**src/rtl/tmr_pkg.sv**
```systemverilog
package tmr_pkg;
  localparam int ADDR_W = 3;
  localparam int CTL_W  = 8;

  localparam int B_ONESHOT = 0;
  localparam int B_WIDE    = 1;
  localparam int B_PRE_LO  = 2;
  localparam int B_PRE_HI  = 3;
  localparam int B_IE      = 5;
  localparam int B_PER     = 6;
  localparam int B_RUN     = 7;

  localparam logic [ADDR_W-1:0] A_LOAD   = 3'd0;
  localparam logic [ADDR_W-1:0] A_VALUE  = 3'd1;
  localparam logic [ADDR_W-1:0] A_CTRL   = 3'd2;
  localparam logic [ADDR_W-1:0] A_ICLR   = 3'd3;
  localparam logic [ADDR_W-1:0] A_RAW    = 3'd4;
  localparam logic [ADDR_W-1:0] A_MASKED = 3'd5;
  localparam logic [ADDR_W-1:0] A_BGLOAD = 3'd6;

  localparam logic [CTL_W-1:0] CTL_RST = 8'h20;

  typedef struct packed {
    logic loadNow;
    logic loadBg;
    logic step;
    logic wide;
    logic periodic;
    logic oneShot;
    logic restart;
  } tmrStrobe_t;
endpackage

```
**src/rtl/tmr_ctrl.sv**
```systemverilog
module tmr_ctrl
  import tmr_pkg::*;
#(
  parameter int DATA_W    = 32,
  parameter int PRE_W     = 8,
  parameter int MID_SHIFT = 4
) (
  input  logic              clk,
  input  logic              rstN,
  input  logic              tickEn,
  input  logic              busWe,
  input  logic [ADDR_W-1:0] busAddr,
  input  logic [DATA_W-1:0] busWdata,
  input  logic              expire,
  output tmrStrobe_t        strb,
  output logic [CTL_W-1:0]  ctlReg,
  output logic              rawFlag
);
  localparam logic [PRE_W-1:0] DIV_MID = PRE_W'((1 << MID_SHIFT) - 1);
  localparam logic [PRE_W-1:0] DIV_MAX = '1;

  logic             ctlWr;
  logic [PRE_W-1:0] preCnt;
  logic [PRE_W-1:0] divTop;
  logic             preTerm;
  logic             running;

  assign ctlWr   = busWe && (busAddr == A_CTRL);
  assign running = ctlReg[B_RUN];

  always_comb begin
    case (ctlReg[B_PRE_HI:B_PRE_LO])
      2'b01:   divTop = DIV_MID;
      2'b10:   divTop = DIV_MAX;
      default: divTop = '0;
    endcase
  end

  assign preTerm = (preCnt == divTop);

  always_ff @(posedge clk) begin
    if (!rstN) begin
      ctlReg <= CTL_RST;
    end else if (ctlWr) begin
      ctlReg <= busWdata[CTL_W-1:0];
    end
  end

  always_ff @(posedge clk) begin
    if (!rstN) begin
      preCnt <= '0;
    end else if (ctlWr) begin
      preCnt <= '0;
    end else if (tickEn && running) begin
      preCnt <= preTerm ? '0 : preCnt + 1'b1;
    end
  end

  always_ff @(posedge clk) begin
    if (!rstN) begin
      rawFlag <= 1'b0;
    end else if (expire) begin
      rawFlag <= 1'b1;
    end else if (busWe && (busAddr == A_ICLR)) begin
      rawFlag <= 1'b0;
    end
  end

  always_comb begin
    strb.loadNow  = busWe && (busAddr == A_LOAD);
    strb.loadBg   = busWe && (busAddr == A_BGLOAD);
    strb.step     = tickEn && running && !ctlWr && preTerm;
    strb.wide     = ctlReg[B_WIDE];
    strb.periodic = ctlReg[B_PER];
    strb.oneShot  = ctlReg[B_ONESHOT];
    strb.restart  = ctlWr && busWdata[B_RUN] && !ctlReg[B_RUN];
  end
endmodule

```
**src/rtl/tmr_datapath.sv**
```systemverilog
module tmr_datapath
  import tmr_pkg::*;
#(
  parameter int DATA_W = 32
) (
  input  logic              clk,
  input  logic              rstN,
  input  tmrStrobe_t        strb,
  input  logic [DATA_W-1:0] busWdata,
  output logic [DATA_W-1:0] countEff,
  output logic [DATA_W-1:0] reloadVal,
  output logic              expire
);
  localparam int HALF_W = DATA_W / 2;
  localparam logic [DATA_W-1:0] WRAP_WIDE   = '1;
  localparam logic [DATA_W-1:0] WRAP_NARROW = {{(DATA_W-HALF_W){1'b0}}, {HALF_W{1'b1}}};
  localparam logic [DATA_W-1:0] ONE         = DATA_W'(1);

  logic [DATA_W-1:0] cntReg;
  logic              halted;
  logic              atEnd;
  logic              advance;

  assign countEff = strb.wide ? cntReg : {{(DATA_W-HALF_W){1'b0}}, cntReg[HALF_W-1:0]};
  assign atEnd    = (countEff <= ONE);
  assign advance  = strb.step && !halted && !strb.loadNow;
  assign expire   = advance && atEnd;

  always_ff @(posedge clk) begin
    if (!rstN) begin
      cntReg    <= '0;
      reloadVal <= '0;
      halted    <= 1'b0;
    end else if (strb.loadNow) begin
      cntReg    <= busWdata;
      reloadVal <= busWdata;
      halted    <= 1'b0;
    end else begin
      if (strb.loadBg) begin
        reloadVal <= busWdata;
      end
      if (strb.restart) begin
        halted <= 1'b0;
      end
      if (advance) begin
        if (!atEnd) begin
          cntReg <= cntReg - ONE;
        end else if (strb.oneShot) begin
          cntReg <= '0;
          halted <= 1'b1;
        end else if (strb.periodic) begin
          cntReg <= reloadVal;
        end else begin
          cntReg <= strb.wide ? WRAP_WIDE : WRAP_NARROW;
        end
      end
    end
  end
endmodule

```
**src/rtl/tmr_top.sv**
```systemverilog
module tmr_top
  import tmr_pkg::*;
#(
  parameter int DATA_W    = 32,
  parameter int PRE_W     = 8,
  parameter int MID_SHIFT = 4
) (
  input  logic              clk,
  input  logic              rstN,
  input  logic              tickEn,
  input  logic              busWe,
  input  logic [ADDR_W-1:0] busAddr,
  input  logic [DATA_W-1:0] busWdata,
  output logic [DATA_W-1:0] busRdata,
  output logic              irqOut
);
  tmrStrobe_t        strb;
  logic [CTL_W-1:0]  ctlReg;
  logic              rawFlag;
  logic              expire;
  logic [DATA_W-1:0] countEff;
  logic [DATA_W-1:0] reloadVal;
  logic              maskedFlag;

  tmr_ctrl #(.DATA_W(DATA_W), .PRE_W(PRE_W), .MID_SHIFT(MID_SHIFT)) u_ctrl (
    .clk(clk), .rstN(rstN), .tickEn(tickEn), .busWe(busWe), .busAddr(busAddr),
    .busWdata(busWdata), .expire(expire), .strb(strb), .ctlReg(ctlReg),
    .rawFlag(rawFlag)
  );

  tmr_datapath #(.DATA_W(DATA_W)) u_dp (
    .clk(clk), .rstN(rstN), .strb(strb), .busWdata(busWdata),
    .countEff(countEff), .reloadVal(reloadVal), .expire(expire)
  );

  assign maskedFlag = rawFlag && ctlReg[B_IE];
  assign irqOut     = maskedFlag;

  always_comb begin
    case (busAddr)
      A_LOAD, A_BGLOAD: busRdata = reloadVal;
      A_VALUE:          busRdata = countEff;
      A_CTRL:           busRdata = DATA_W'(ctlReg);
      A_RAW:            busRdata = DATA_W'(rawFlag);
      A_MASKED:         busRdata = DATA_W'(maskedFlag);
      default:          busRdata = '0;
    endcase
  end
endmodule

```
**config.mk**
```make
export PLATFORM = sky130hd
export DESIGN_NAME = tmr_top
export DESIGN_NICKNAME = d
export VERILOG_FILES = /design/src/rtl/tmr_pkg.sv /design/src/rtl/tmr_ctrl.sv /design/src/rtl/tmr_datapath.sv /design/src/rtl/tmr_top.sv
export SDC_FILE = /design/constraint.sdc
export NUM_CORES = 1
export LEC_CHECK = 0
export BUFFER_PORTS_ARGS = -buffer_cell sky130_fd_sc_hd__clkbuf_2
export CAP_MARGIN = 20
export CELL_PAD_IN_SITES_DETAIL_PLACEMENT = 0
export CELL_PAD_IN_SITES_GLOBAL_PLACEMENT = 2
export CORE_MARGIN = 5
export CORE_UTILIZATION = 38
export CTS_BUF_LIST = sky130_fd_sc_hd__clkbuf_4 sky130_fd_sc_hd__clkbuf_8 sky130_fd_sc_hd__clkbuf_16
export DETAILED_ROUTE_END_ITERATION = 10
export HOLD_SLACK_MARGIN = 0.12
export PLACE_DENSITY_LB_ADDON = 0.08
export SYNTH_ARGS = -nofsm -noshare
export SYNTH_HDL_FRONTEND = slang
export SYNTH_HIERARCHICAL = 1
export SYNTH_SLANG_ARGS = --single-unit
```
**constraint.sdc**
```tcl
create_clock -name clk -period 7.75 [get_ports clk]
set_input_delay 1.9375 -clock clk [delete_from_list [all_inputs] [get_ports clk]]
set_output_delay 1.9375 -clock clk [all_outputs]
set_load 0.005 [all_outputs]
```
==> Word-level counts from Yosys, hierarchy flattened <==
Index checks and enable logic that the tools add are counted.
{ "op_classes": {"order_cmp": 1, "muxes": 18, "bitwise_logic": 1, "n_addsub": 2, "eq_ne": 9, "n_reduce_logical": 24} }
{ "ops": {"columns": ["cell", "n"], "rows": [
  ["$mux 32", 9],
  ["$pmux 32 s5", 1],
  ["$le 32x1->1 const B", 1],
  ["$sub 32x1->32 const B", 1],
  ["$pmux 8 s2", 1],
  ["$logic_and 1x1->1", 13],
  ["$eq 3x3->1 const B", 3],
  ["$add 8x1->8 const B", 1],
  ["$eq 8x8->1", 1],
  ["$mux 8", 1],
  ["$eq 3x2->1 const B", 2],
  ["$mux 1", 6],
  ["$reduce_bool 2->1", 3],
  ["$reduce_or 2->1", 3],
  ["$logic_not 1->1", 4],
  ["$eq 3x1->1 const B", 1],
  ["$logic_not 3->1", 1],
  ["$eq 2x1->1 const B", 1],
  ["$eq 2x2->1 const B", 1],
  ["$not 1->1", 1]
]} }
{ "word_totals": {"ff_bits": 82, "out_inout_bits": 33, "wordCells": 61, "input_bits": 39} }

==> Logic depth before layout (Yosys ltp) <==
Gate-level depths: netlist of run 1.
{ "depth": {"ltp_word": 9, "depth_mapped": 12, "depth_no_buf": 11} }

==> By module <==
The synthesis of run 1 kept the hierarchy.
{ "by_module_without_submodules": {"columns": ["mod", "cells_each", "area_each_um2", "instances", "seq_area_each_um2"], "rows": [
  ["tmr_datapath", 498, 4120.2, 1, 1301.2],
  ["tmr_ctrl", 99, 817.0, 1, 340.3],
  ["tmr_top", 75, 554.3, 1, 0.0]
]} }

==> Worst setup path before layout of run 1 <==
Ideal clock, no wire load.
{ "synth_path": {"path_kind": "input port to output port", "from": "input port busAddr[2]", "to": "output port busRdata[0]", "path_buffers": 2, "t_required_ns": 5.812, "path_slack_ns": 3.120, "stages": 5, "t_arrival_ns": 2.692, "cell_sequence": "buf_2 > buf_2 > nand4b_1 > o21ai_1 > a221o_1"} }
{ "synth_between": {"elab_chain_cells": 3, "word_cells_on_any_way": 8, "cone_classes": "eq/ne: 5; mux: 1; reduce/logical: 2"} }
{ "synth_lines": {"columns": ["item", "line", "text"], "rows": [
  ["start: declaration", "tmr_top.sv:12", "input logic [ADDR_W-1:0] busAddr,"],
  ["$eq 3x3->1 / $logic_not 3->1 (equally long branches)", "tmr_top.sv:40", "case (busAddr)"],
  ["$reduce_or 2->1", "tmr_top.sv:40", null],
  ["$pmux 32 s5 *", "tmr_top.sv:40", null],
  ["end: declaration", "tmr_top.sv:14", "output logic [DATA_W-1:0] busRdata,"]
]} }
Every way passes the cells marked *; elsewhere a longest branch is shown, timed or not.

==> Worst setup path after layout of run 1 <==
{ "layout_path": {"from": "input port busAddr[2]", "to": "output port busRdata[19]"} }
Same word-level chain as after synthesis.

==> results of run 1 <==
## state kept, by name, indices dropped and copies added (netlist names)
| signal | cells |
|---|---|
| u_dp/cntReg | 32 |
| u_dp/reloadVal | 32 |
| u_ctrl/ctlReg | 8 |
| u_ctrl/preCnt | 8 |
| u_ctrl/rawFlag | 1 |
| u_dp/halted | 1 |
## power groups by stage
stage	registers (mW)	logic (mW)	clock network (mW)
after floorplan	0.454	0.178	0
after global placement	0.461	0.227	0
after detailed placement	0.461	0.229	0
after CTS	0.451	0.230	0.483
after global routing	0.453	0.251	0.499
final	0.451	0.228	0.470
## per-layer routing
layer / part of all wire [%] / GRT usage, %
met3: 3.8 / 2.70
met4: 1.2 / 5.87
met5: 0 / 0
met2: 47 / 33.1
met1: 48 / 26.6
## kinds of logic after synthesis
family	share of synthesized area (%)
AO/OA/AOI/OAI	27.7
multiplexers	1.64
adder cells (fa/ha/maj)	0.911
buffers and inverters	7.84
XOR/XNOR	4.94
flip-flops	29.9
AND/OR/NAND/NOR	27.0
## worst max-delay path: cells and delay by family
kind                      cells  cell delay, ns
buffers and inverters         3            0.77
AOI/OAI and AO/OA             1            0.22
and+or+nand+nor               1            0.11
xor gates and xnor gates      1            0.25
## area by class of cell
class                           count  share of cell area (%)
Clock buffer                       10                    3.93
Clock inverter                      6                    1.32
Inverter                            8                   0.494
Multi-Input combinational cell    511                    56.6
Sequential cell                    82                    27.0
Tap cell                          184                    3.79
Timing Repair Buffer               79                    6.84
## per-stage QoR
step	area, um2	hold slack, ns	cells	total power, mW	setup WS [ns]
global route	6080	0.500	880	1.20	2.37
detailed placement	5760	0.466	864	0.690	2.48
finish	6080	0.473	880	1.15	2.50
CTS	6080	0.475	880	1.16	2.48
floorplan	5490	0.443	672	0.632	3.12
global placement	5760	0.467	864	0.688	2.49
## synth_stat cells (3+ instances only)
master | instances | area [um2]
nor4_1 | 10 | 62.6
ha_1 | 4 | 50.1
nor2_1 | 14 | 52.6
a22oi_1 | 3 | 22.5
nor3b_1 | 4 | 30.0
o21ai_1 | 6 | 30.0
clkbuf_1 | 32 | 120
o21ai_0 | 19 | 95.1
and2_1 | 17 | 106
nand2_1 | 124 | 465
o221ai_1 | 7 | 61.3
a21o_1 | 3 | 22.5
nand2b_1 | 9 | 56.3
a2bb2oi_1 | 3 | 26.3
mux2i_1 | 9 | 90.1
nor2b_1 | 21 | 131
or4_1 | 5 | 37.5
nor4_4 | 4 | 85.1
nand3_1 | 17 | 85.1
or3_1 | 4 | 25.0
o31ai_1 | 6 | 45.0
nand4_1 | 5 | 31.3
a21boi_0 | 39 | 293
xor2_1 | 6 | 52.6
o221ai_2 | 6 | 90.1
dfxtp_1 | 82 | 1640
inv_1 | 8 | 30.0
a22o_1 | 51 | 447
a21oi_1 | 15 | 75.1
o211ai_2 | 4 | 50.1
o2bb2ai_1 | 3 | 26.3
buf_4 | 20 | 150
buf_6 | 6 | 67.6
buf_2 | 11 | 55.1
a32o_1 | 14 | 140
xnor2_1 | 25 | 219
nor3_1 | 18 | 90.1
## final timing paths
kind	depth (start not counted)	startpoint	slack, ns	to
setup / recovery	6	busAddr[2]	2.50	busRdata[19]
hold / removal	2	u_ctrl/ctlReg[4]$_SDFFE_PN0P_	0.47	u_ctrl/ctlReg[4]$_SDFFE_PN0P_
setup reg to reg	9	u_ctrl/ctlReg[7]$_SDFFE_PN0P_	4.24	u_dp/cntReg[24]$_SDFFE_PN0P_
hold reg to reg	2	u_ctrl/ctlReg[4]$_SDFFE_PN0P_	0.47	u_ctrl/ctlReg[4]$_SDFFE_PN0P_
## cells in the final DEF (no fill, tap or decap), types with 7 or more instances in the layout
master / instances
o21ai_0: 19
a22o_1: 51
nand3_1: 17
a32o_1: 14
nand2b_1: 9
clkbuf_2: 71
o221ai_1: 7
nor4_1: 10
clkbuf_16: 9
inv_1: 8
dfxtp_1: 82
nor2b_1: 21
and2_1: 17
a21boi_0: 39
mux2i_1: 9
nor3_1: 18
xnor2_1: 25
a21oi_1: 15
nand2_1: 124
buf_4: 8
nor2_1: 12
==> insert_results.sql, run 1 <==
INSERT INTO impl_metrics (metric_group, metric, value, unit) VALUES
('run_status', 'outcome', 'complete, no violations', ''),
('timing', 'hold_viol_final', '0', ''),
('route', 'vias_per_cell', '5.58', ''),
('cells_and_area', 'finish.utilization', '42.3', '%'),
('hold_path', 'min_path_type', 'register to register', ''),
('timing', 'setup_viol_count_final', '0', ''),
('die', 'num_io_pins', '72', ''),
('route', 'route.vias.total', '4914', ''),
('power', 'power.internal', '0.813', 'mW'),
('setup_path', 'worstPathCellList', 'clkbuf_2 > xor2_1 > nor2_2 > buf_4 > a22o_1 > clkbuf_2', ''),
('timing', 'fin_skew', '0.00725', 'ns'),
('cells_and_area', 'area.growth.synth_to_final', '10.7', '%'),
('logic_synthesis', 'post_synthesis_cell_area', '5490', 'um2'),
('clocking', 'clkTransAtPathRegs', '0.06', 'ns'),
('grt', 'grt_max_degree', '77', ''),
('cells_and_area', 'drive_gt1_share', '19.0', '%'),
('place', 'gp_routability_congestion', '0.816', ''),
('die', 'die_h', '130', 'um'),
('place', 'dp_hpwl', '10700', 'um'),
('timing', 'fmax', '191', 'MHz'),
('clocking', 'clock_latency', '0.35', 'ns'),
('cells_and_area', 'fin_nets', '734', ''),
('timing', 'timing.max_slew.rel_slack', '40.7', '%'),
('grt', 'grt_antenna_before_repair', '0', ''),
('clocking', 'hold_buffers', '0', ''),
('die', 'die_width', '130', 'um'),
('timing', 'min_period', '5.25', 'ns'),
('cells_and_area', 'seqCellArea', '1640', 'um2'),
('setup_path', 'crit_path_max_fanout', '24', ''),
('route', 'routedWlPerCell', '18.4', 'um'),
('logic_synthesis', 'yosys_register_bits', '82', ''),
('setup_path', 'worst-endpoint-arrival', '3.31', 'ns'),
('power', 'static_leakage', '2.33', 'nW'),
('job', 'drv_cap', '0', ''),
('clocking', 'cts_setup_buffers', '0', ''),
('grt', 'gr-usage-all-layers', '19.8', '%'),
('setup_path', 'max_stage_delay', '0.33', 'ns'),
('cells_and_area', 'diodes', '0', ''),
('die', 'row_count', '44', ''),
('setup_path', 'critical-path-top-cell-by-count', 'clkbuf_2', ''),
('timing', 'final-max-slew-violation-count', '0', ''),
('clocking', 'numClockSinks', '82', ''),
('clocking', 'cts.htree.levels', '3', ''),
('logic_synthesis', 'synth-seq-area-share', '29.9', '%'),
('setup_path', 'timing.critical_path.from_type', 'primary input', ''),
('cells_and_area', 'multi_input_combinational_cell_area', '3440', 'um2'),
('route', 'detail_route.drc_violations', '0', ''),
('timing', 'rsz0062_at_grt', 'no', ''),
('grt', 'grt_pass1_vias', '4907', ''),
('route', 'wirelength', '16200', 'um'),
('route', 'number_of_design_rule_violations_left_by_the_first_detailed_router_iteration', '298', ''),
('power', 'swShare', '29.3', '%'),
('power', 'share_seq_of_total_power', '39.3', '%'),
('power', 'p_switching', '0.336', 'mW'),
('grt', 'grt_pass1_wl', '26700', 'um'),
('logic_synthesis', 'synth.yosys.warnings', '6', ''),
('logic_synthesis', 'post_synth.cell_area_avg', '8.17', 'um2'),
('die', 'initial_utilization', '38.2', '%'),
('die', 'floorplan.core_area', '14400', 'um2'),
('logic_synthesis', 'synth_fp_nets', '715', ''),
('setup_path', 'timing.critical_path.slowest_stage_cell', 'clkbuf_2', ''),
('logic_synthesis', 'synthCells', '672', ''),
('place', 'io_buffers', '71', ''),
('setup_path', 'setup.worst_path.end_class', 'output port', ''),
('timing', 'final.setup.tns', '0', 'ns'),
('logic_synthesis', 'async_flop_share', '0', '%'),
('clocking', 'cts_inserted_buffers', '9', ''),
('power', 'powerDensity', '189', 'nW/um2'),
('clocking', 'cts_resized', '0', ''),
('logic_synthesis', 'synth.lib_cells_used.distinct', '65', ''),
('setup_path', 'critical_path_required', '5.81', 'ns'),
('clocking', 'cts_max_path_buffers', '2', ''),
('power', 'power.share.clock', '40.9', '%'),
('power', 'comb_power_share', '19.8', '%'),
('grt', 'global_route.overflow_total', '0', ''),
('clocking', 'tritoncts', 'yes', ''),
('timing', 'tightest_slew', '0.883', 'ns'),
('logic_synthesis', 'synth_ff_type', 'dfxtp_1', ''),
('logic_synthesis', 'synth_enable_flop_cells', '0', ''),
('setup_path', 'worstSetupPathType', 'primary input to output port', ''),
('route', 'ant_nets', '0', ''),
('die', 'dieArea', '17000', 'um2'),
('cells_and_area', 'fillerInstances', '1462', ''),
('clocking', 'clockRootBuffer', 'clkbuf_16', ''),
('power', 'power.ir.vdd_worst', '103', 'uV'),
('timing', 'final_min_period_over_clock_period', '67.7', '%'),
('route', 'firstDrtPassIters', '5', '');
(Power assumes the default switching activity.)
==> inputs of run 2 (changes only) <==
CORE_UTILIZATION = 35   (was 38)
clock period = 5.5 ns   (was 7.75 ns; I/O delays follow)
==> run 2 against run 1 <==
  * Flip-flop and latch count unchanged
  * Total power up 42%
  * Critical path type unchanged
  * Via count up 2.3%
  * Critical endpoint is now busRdata[8]
  * Final area up 1.2%
  * Register-to-register slack worse by 2.0 ns
  * Setup slack worse by 1.1 ns
  * Clock skew down 0.0015 ns
  * Die area up 7.9%
  * Count of clock-buffer cells in the layout up 3
  * Sequential power up 41%
==> insert_results.sql, run 2 (synthesized netlist as in run 1, its figures left out) <==
INSERT INTO impl_metrics (metric_group, metric, value, unit) VALUES
('die', 'initial_utilization', '35.9', '%'),
('place', 'place.detailed.instances', '895', ''),
('route', 'detail_route.drc_violations', '0', ''),
('clocking', 'cts.htree.levels', '3', ''),
('setup_path', 'crit_path_max_fanout', '24', ''),
('run_status', 'outcome', 'complete, no violations', ''),
('grt', 'grt_pass1_wl', '27100', 'um'),
('cells_and_area', 'largest_registers', 'u_dp/cntReg (32), u_dp/reloadVal (32)', ''),
('grt', 'grt_pass1_vias', '4947', ''),
('timing', 'hold_viol_final', '0', ''),
('cells_and_area', 'layout_commonest_cell', 'nand2_1', ''),
('route', 'wl_met1', '7710', 'um'),
('route', 'met2_wirelength', '8220', 'um'),
('setup_path', 'critical_path_required', '4.12', 'ns'),
('die', 'num_io_pins', '72', ''),
('place', 'io_buffers', '71', ''),
('route', 'firstDrtPassIters', '4', ''),
('setup_path', 'setup.worst_path.end_class', 'output port', ''),
('die', 'dieArea', '18300', 'um2'),
('die', 'die_width', '135', 'um'),
('power', 'powerDensity', '266', 'nW/um2'),
('setup_path', 'worst-endpoint-arrival', '2.71', 'ns'),
('cells_and_area', 'drive_gt1_share', '19.3', '%'),
('grt', 'grt_max_degree', '76', ''),
('cells_and_area', 'stdcell_count', '910', ''),
('clocking', 'cts_setup_buffers', '0', ''),
('clocking', 'cts_max_path_buffers', '2', ''),
('route', 'met3_wirelength', '666', 'um'),
('hold_path', 'min_from', 'u_ctrl/ctlReg[4]$_SDFFE_PN0P_', ''),
('place', 'placedInstanceArea', '5820', 'um2'),
('route', 'ant_nets', '0', ''),
('timing', 'rsz0062_at_grt', 'no', ''),
('power', 'static_leakage', '2.35', 'nW'),
('clocking', 'clockRootBuffer', 'clkbuf_16', ''),
('clocking', 'tritoncts', 'yes', ''),
('route', 'number_of_design_rule_violations_left_by_the_first_detailed_router_iteration', '266', ''),
('route', 'routedWlPerCell', '18.5', 'um'),
('setup_path', 'timing.critical_path.from_type', 'primary input', ''),
('route', 'route.vias.total', '5027', ''),
('timing', 'fin_skew', '0.00576', 'ns'),
('clocking', 'cts_resized', '0', ''),
('setup_path', 'worst_r2r_startpoint', 'u_ctrl/ctlReg[7]$_SDFFE_PN0P_', ''),
('route', 'wirelength', '16900', 'um'),
('place', 'gp_routability_congestion', '0.799', ''),
('timing', 'fmax', '245', 'MHz'),
('clocking', 'hold_buffers', '0', ''),
('setup_path', 'timing.critical_path.from', 'busAddr[2]', ''),
('clocking', 'clkTransAtPathRegs', '0.06', 'ns'),
('die', 'floorplan.core_area', '15300', 'um2'),
('power', 'power.ir.vdd_worst', '146', 'uV'),
('route', 'vias_per_cell', '5.52', ''),
('timing', 'final_min_period_over_clock_period', '74.3', '%'),
('timing', 'setup_viol_count_final', '0', ''),
('timing', 'final.setup.tns', '0', 'ns'),
('cells_and_area', 'layout_common_cells', '124 x nand2_1, 82 x dfxtp_1, 71 x clkbuf_2', ''),
('cells_and_area', 'area.growth.synth_to_final', '12.0', '%'),
('setup_path', 'worstSetupPathType', 'primary input to output port', ''),
('die', 'row_count', '45', ''),
('timing', 'tightest_slew', '0.957', 'ns'),
('cells_and_area', 'fin_nets', '738', ''),
('timing', 'min_period', '4.08', 'ns'),
('setup_path', 'reg2reg_setup_slack', '2.25', 'ns'),
('grt', 'global_route.overflow_total', '0', ''),
('cells_and_area', 'diodes', '0', ''),
('cells_and_area', 'final_area', '6150', 'um2'),
('clocking', 'cts_inserted_buffers', '9', ''),
('timing', 'timing.max_slew.rel_slack', '35.7', '%'),
('timing', 'final-max-slew-violation-count', '0', ''),
('route', 'route.top_layer_used', 'met4', ''),
('clocking', 'clock_latency', '0.35', 'ns'),
('clocking', 'numClockSinks', '82', ''),
('grt', 'gr-usage-all-layers', '18.6', '%'),
('job', 'drv_cap', '0', ''),
('die', 'die_h', '135', 'um'),
('cells_and_area', 'finish.utilization', '40.2', '%'),
('hold_path', 'min_path_type', 'register to register', ''),
('place', 'dp_hpwl', '11200', 'um'),
('grt', 'grt_antenna_before_repair', '0', '');
## run 2: changes by cell type in the layout (fill, tap and decap cells not counted)
cell and change:
buf_4 +4, clkbuf_4 +2, clkbuf_8 +1, clkinv_2 -4
## run 2: critical path, stage by stage
cell and delay (ns):
clkbuf_2 0.33, xor2_1 0.26, nor2_2 0.11, buf_4 0.29
a22o_1 0.21, clkbuf_2 0.11
## run 2: cell type report
type | count | area (um2)
inverter | 8 | 30.0
fill | 1623 | 9170
tap | 211 | 264
sequential | 82 | 1640
multi-input combinational | 511 | 3440
timing repair buffer | 83 | 445
clock buffer | 13 | 268
clock inverter | 2 | 60.1
## run 2: through the flow
stage	worst slack [ns]	hold WS (ns)	power [mW]
after CTS	1.38	0.482	1.66
final	1.42	0.479	1.64
after global routing	1.31	0.501	1.71
after global placement	1.35	0.469	0.972
after detailed placement	1.28	0.473	0.975
after floorplan	2.00	0.443	0.891
## run 2: final timing paths
| check | depth (start not counted) | end |
|---|---|---|
| worst max-delay path | 6 | busRdata[8] |
| worst min-delay path | 2 | u_ctrl/ctlReg[4]$_SDFFE_PN0P_ |
| worst max register to register | 9 | u_dp/cntReg[24]$_SDFFE_PN0P_ |
| worst min register to register | 2 | u_ctrl/ctlReg[4]$_SDFFE_PN0P_ |
## run 2: per-layer routing
layer / GRT usage [%] / vias to the layer above
li1: - / 2464
met1: 24.3 / 2450
met2: 31.4 / 99
met3: 3.71 / 14
met4: 5.21 / 0
met5: 0 / -
## run 2: power breakdown
group          leakage, nW  internal [mW]  switching, mW  total, mW
combinational         1.52          0.127          0.197      0.324
clock                0.163          0.430          0.247      0.677
sequential           0.664          0.611         0.0239      0.635
total                 2.35           1.17          0.467       1.64
==> inputs of run 3 (changes only) <==
clock period = 4.17 ns   (was 5.5 ns; I/O delays follow)
==> run 3 against run 2 <==
  * Sequential power up 32%
  * Register-to-register slack worse by 1.0 ns
  * Global-route usage down 0.57 points
  * Flip-flop and latch count unchanged
  * Critical path depth unchanged
  * Die area unchanged
  * Non-clock buffer count up 2
  * Via count down 0.70%
  * Setup slack worse by 0.69 ns
  * Total power up 35%
  * Critical path type unchanged
  * Critical endpoint is now busRdata[17]
  * Highest routed layer unchanged
==> insert_results.sql, run 3 (synthesized netlist as in run 1, its figures left out) <==
INSERT INTO impl_metrics (metric_group, metric, value, unit) VALUES
('run_status', 'outcome', 'complete, no violations', ''),
('route', 'routedWlPerCell', '18.1', 'um'),
('route', 'wirelength', '16500', 'um'),
('cells_and_area', 'fin_nets', '740', ''),
('die', 'dieArea', '18300', 'um2'),
('place', 'gp_routability_congestion', '0.830', ''),
('hold_path', 'min_path_type', 'register to register', ''),
('route', 'route.vias.total', '4992', ''),
('die', 'die_h', '135', 'um'),
('die', 'die_width', '135', 'um'),
('place', 'dp_hpwl', '11300', 'um'),
('timing', 'fin_skew', '0.00813', 'ns'),
('clocking', 'cts.htree.levels', '3', ''),
('cells_and_area', 'multi_input_combinational_cell_area', '3440', 'um2'),
('cells_and_area', 'seqCellArea', '1640', 'um2'),
('place', 'io_buffers', '71', ''),
('clocking', 'clockRootBuffer', 'clkbuf_16', ''),
('timing', 'final_min_period_over_clock_period', '82.6', '%'),
('power', 'swShare', '28.1', '%'),
('die', 'row_count', '45', ''),
('setup_path', 'setup.worst_path.end_class', 'output port', ''),
('die', 'floorplan.core_area', '15300', 'um2'),
('setup_path', 'critical_path_required', '3.13', 'ns'),
('setup_path', 'worstPathCellList', 'clkbuf_2 > xor2_1 > nor2_2 > buf_4 > a22o_1 > clkbuf_2', ''),
('setup_path', 'crit_path_max_fanout', '24', ''),
('setup_path', 'worst_r2r_path_depth', '11', ''),
('cells_and_area', 'drive_gt1_share', '19.7', '%'),
('setup_path', 'worst-endpoint-arrival', '2.40', 'ns'),
('grt', 'global_route.overflow_total', '0', ''),
('grt', 'grt_pass1_vias', '4930', ''),
('timing', 'timing.max_slew.rel_slack', '34.3', '%'),
('power', 'power.internal', '1.59', 'mW'),
('power', 'static_leakage', '2.37', 'nW'),
('grt', 'grt_antenna_before_repair', '0', ''),
('clocking', 'clkTransAtPathRegs', '0.06', 'ns'),
('setup_path', 'worstSetupPathType', 'primary input to output port', ''),
('cells_and_area', 'fillerInstances', '1616', ''),
('clocking', 'numClockSinks', '82', ''),
('grt', 'gr-usage-all-layers', '18.1', '%'),
('route', 'vias_per_cell', '5.47', ''),
('timing', 'setup_viol_count_final', '0', ''),
('power', 'power.share.clock', '42.9', '%'),
('route', 'detail_route.drc_violations', '0', ''),
('timing', 'fmax', '290', 'MHz'),
('power', 'p_switching', '0.622', 'mW'),
('timing', 'hold_viol_final', '0', ''),
('cells_and_area', 'area.growth.synth_to_final', '12.6', '%'),
('place', 'dp_worst_setup_slack', '0.656', 'ns'),
('clocking', 'tritoncts', 'yes', ''),
('clocking', 'clock_latency', '0.35', 'ns'),
('cells_and_area', 'layout_common_cells', '124 x nand2_1, 82 x dfxtp_1, 71 x clkbuf_2', ''),
('timing', 'final.setup.tns', '0', 'ns'),
('clocking', 'cts_inserted_buffers', '9', ''),
('timing', 'final-max-slew-violation-count', '0', ''),
('timing', 'post-route-worst-setup-slack', '0.727', 'ns'),
('timing', 'min_period', '3.44', 'ns'),
('setup_path', 'max_stage_delay', '0.33', 'ns'),
('die', 'initial_utilization', '35.9', '%'),
('cells_and_area', 'final_area', '6180', 'um2'),
('grt', 'grt_pass1_wl', '26500', 'um'),
('power', 'comb_power_share', '19.1', '%'),
('timing', 'tightest_slew', '0.978', 'ns'),
('clocking', 'cts_max_path_buffers', '2', ''),
('setup_path', 'critical-path-top-cell-by-count', 'clkbuf_2', ''),
('route', 'ant_nets', '0', ''),
('setup_path', 'timing.critical_path.slowest_stage_cell', 'clkbuf_2', ''),
('clocking', 'cts_resized', '0', ''),
('cells_and_area', 'layout_commonest_cell', 'nand2_1', ''),
('place', 'place.detailed.instances', '897', ''),
('power', 'power.ir.vdd_worst', '195', 'uV'),
('route', 'firstDrtPassIters', '4', ''),
('cells_and_area', 'largest_registers', 'u_dp/cntReg (32), u_dp/reloadVal (32)', ''),
('grt', 'grt_max_degree', '76', ''),
('power', 'share_seq_of_total_power', '38.0', '%'),
('timing', 'worst_hold_slack', '0.467', 'ns'),
('clocking', 'hold_buffers', '0', ''),
('setup_path', 'timing.critical_path.from_type', 'primary input', ''),
('timing', 'rsz0062_at_grt', 'no', ''),
('hold_path', 'worstHoldPathCells', '2', ''),
('cells_and_area', 'stdcell_count', '913', ''),
('job', 'drv_cap', '0', ''),
('die', 'num_io_pins', '72', ''),
('clocking', 'cts_setup_buffers', '0', ''),
('place', 'placedInstanceArea', '5830', 'um2'),
('power', 'powerDensity', '358', 'nW/um2'),
('cells_and_area', 'diodes', '0', ''),
('route', 'number_of_design_rule_violations_left_by_the_first_detailed_router_iteration', '312', '');
==> run 3: layout make-up <==
cell class	count	share of cell area, %
Clock buffer	11	4.09
Clock inverter	5	1.62
Inverter	8	0.486
Multi-Input combinational cell	511	55.6
Sequential cell	82	26.5
Tap cell	211	4.27
Timing Repair Buffer	85	7.44
==> run 3: final timing paths <==
check                                                   start                             to  slack (ns)
worst min register to register  u_ctrl/ctlReg[4]$_SDFFE_PN0P_  u_ctrl/ctlReg[4]$_SDFFE_PN0P_        0.47
worst max register to register  u_ctrl/ctlReg[2]$_SDFFE_PN0P_   u_dp/cntReg[24]$_SDFFE_PN0P_        1.22
worst min-delay path            u_ctrl/ctlReg[4]$_SDFFE_PN0P_  u_ctrl/ctlReg[4]$_SDFFE_PN0P_        0.47
worst max-delay path                               busAddr[2]                   busRdata[17]        0.73
==> run 3: routing by layer <==
layer  GRT usage [%]  vias to the layer above  share of wire [%]
met2            29.5                      101                 47
met4            4.54                        0                1.0
met1            24.1                     2402                 47
met5               0                        -                  0
met3            4.12                       13                5.0
li1                -                     2476                  -
==> run 3: critical path, delay by kind of cell <==
family / cells / cell delay (ns)
XOR/XNOR: 1 / 0.25
AND/OR/NAND/NOR: 1 / 0.11
AO/OA/AOI/OAI: 1 / 0.21
buffers and inverters: 3 / 0.76
==> run 3: per-stage QoR <==
step,power (mW),utilization [%]
5_1_grt,2.32,40.4
4_1_cts,2.24,40.4
6_report,2.21,40.4
3_5_place_dp,1.28,38.1
3_3_place_gp,1.28,38.1
2_1_floorplan,1.18,-
==> run 3: power groups by stage <==
| stage | sequential, mW | clock (mW) | combinational (mW) |
|---|---|---|---|
| 5_1_grt | 0.844 | 1.01 | 0.470 |
| 2_1_floorplan | 0.844 | 0 | 0.331 |
| 6_report | 0.840 | 0.950 | 0.423 |
| 3_5_place_dp | 0.858 | 0 | 0.425 |
| 3_3_place_gp | 0.857 | 0 | 0.423 |
| 4_1_cts | 0.840 | 0.974 | 0.427 |
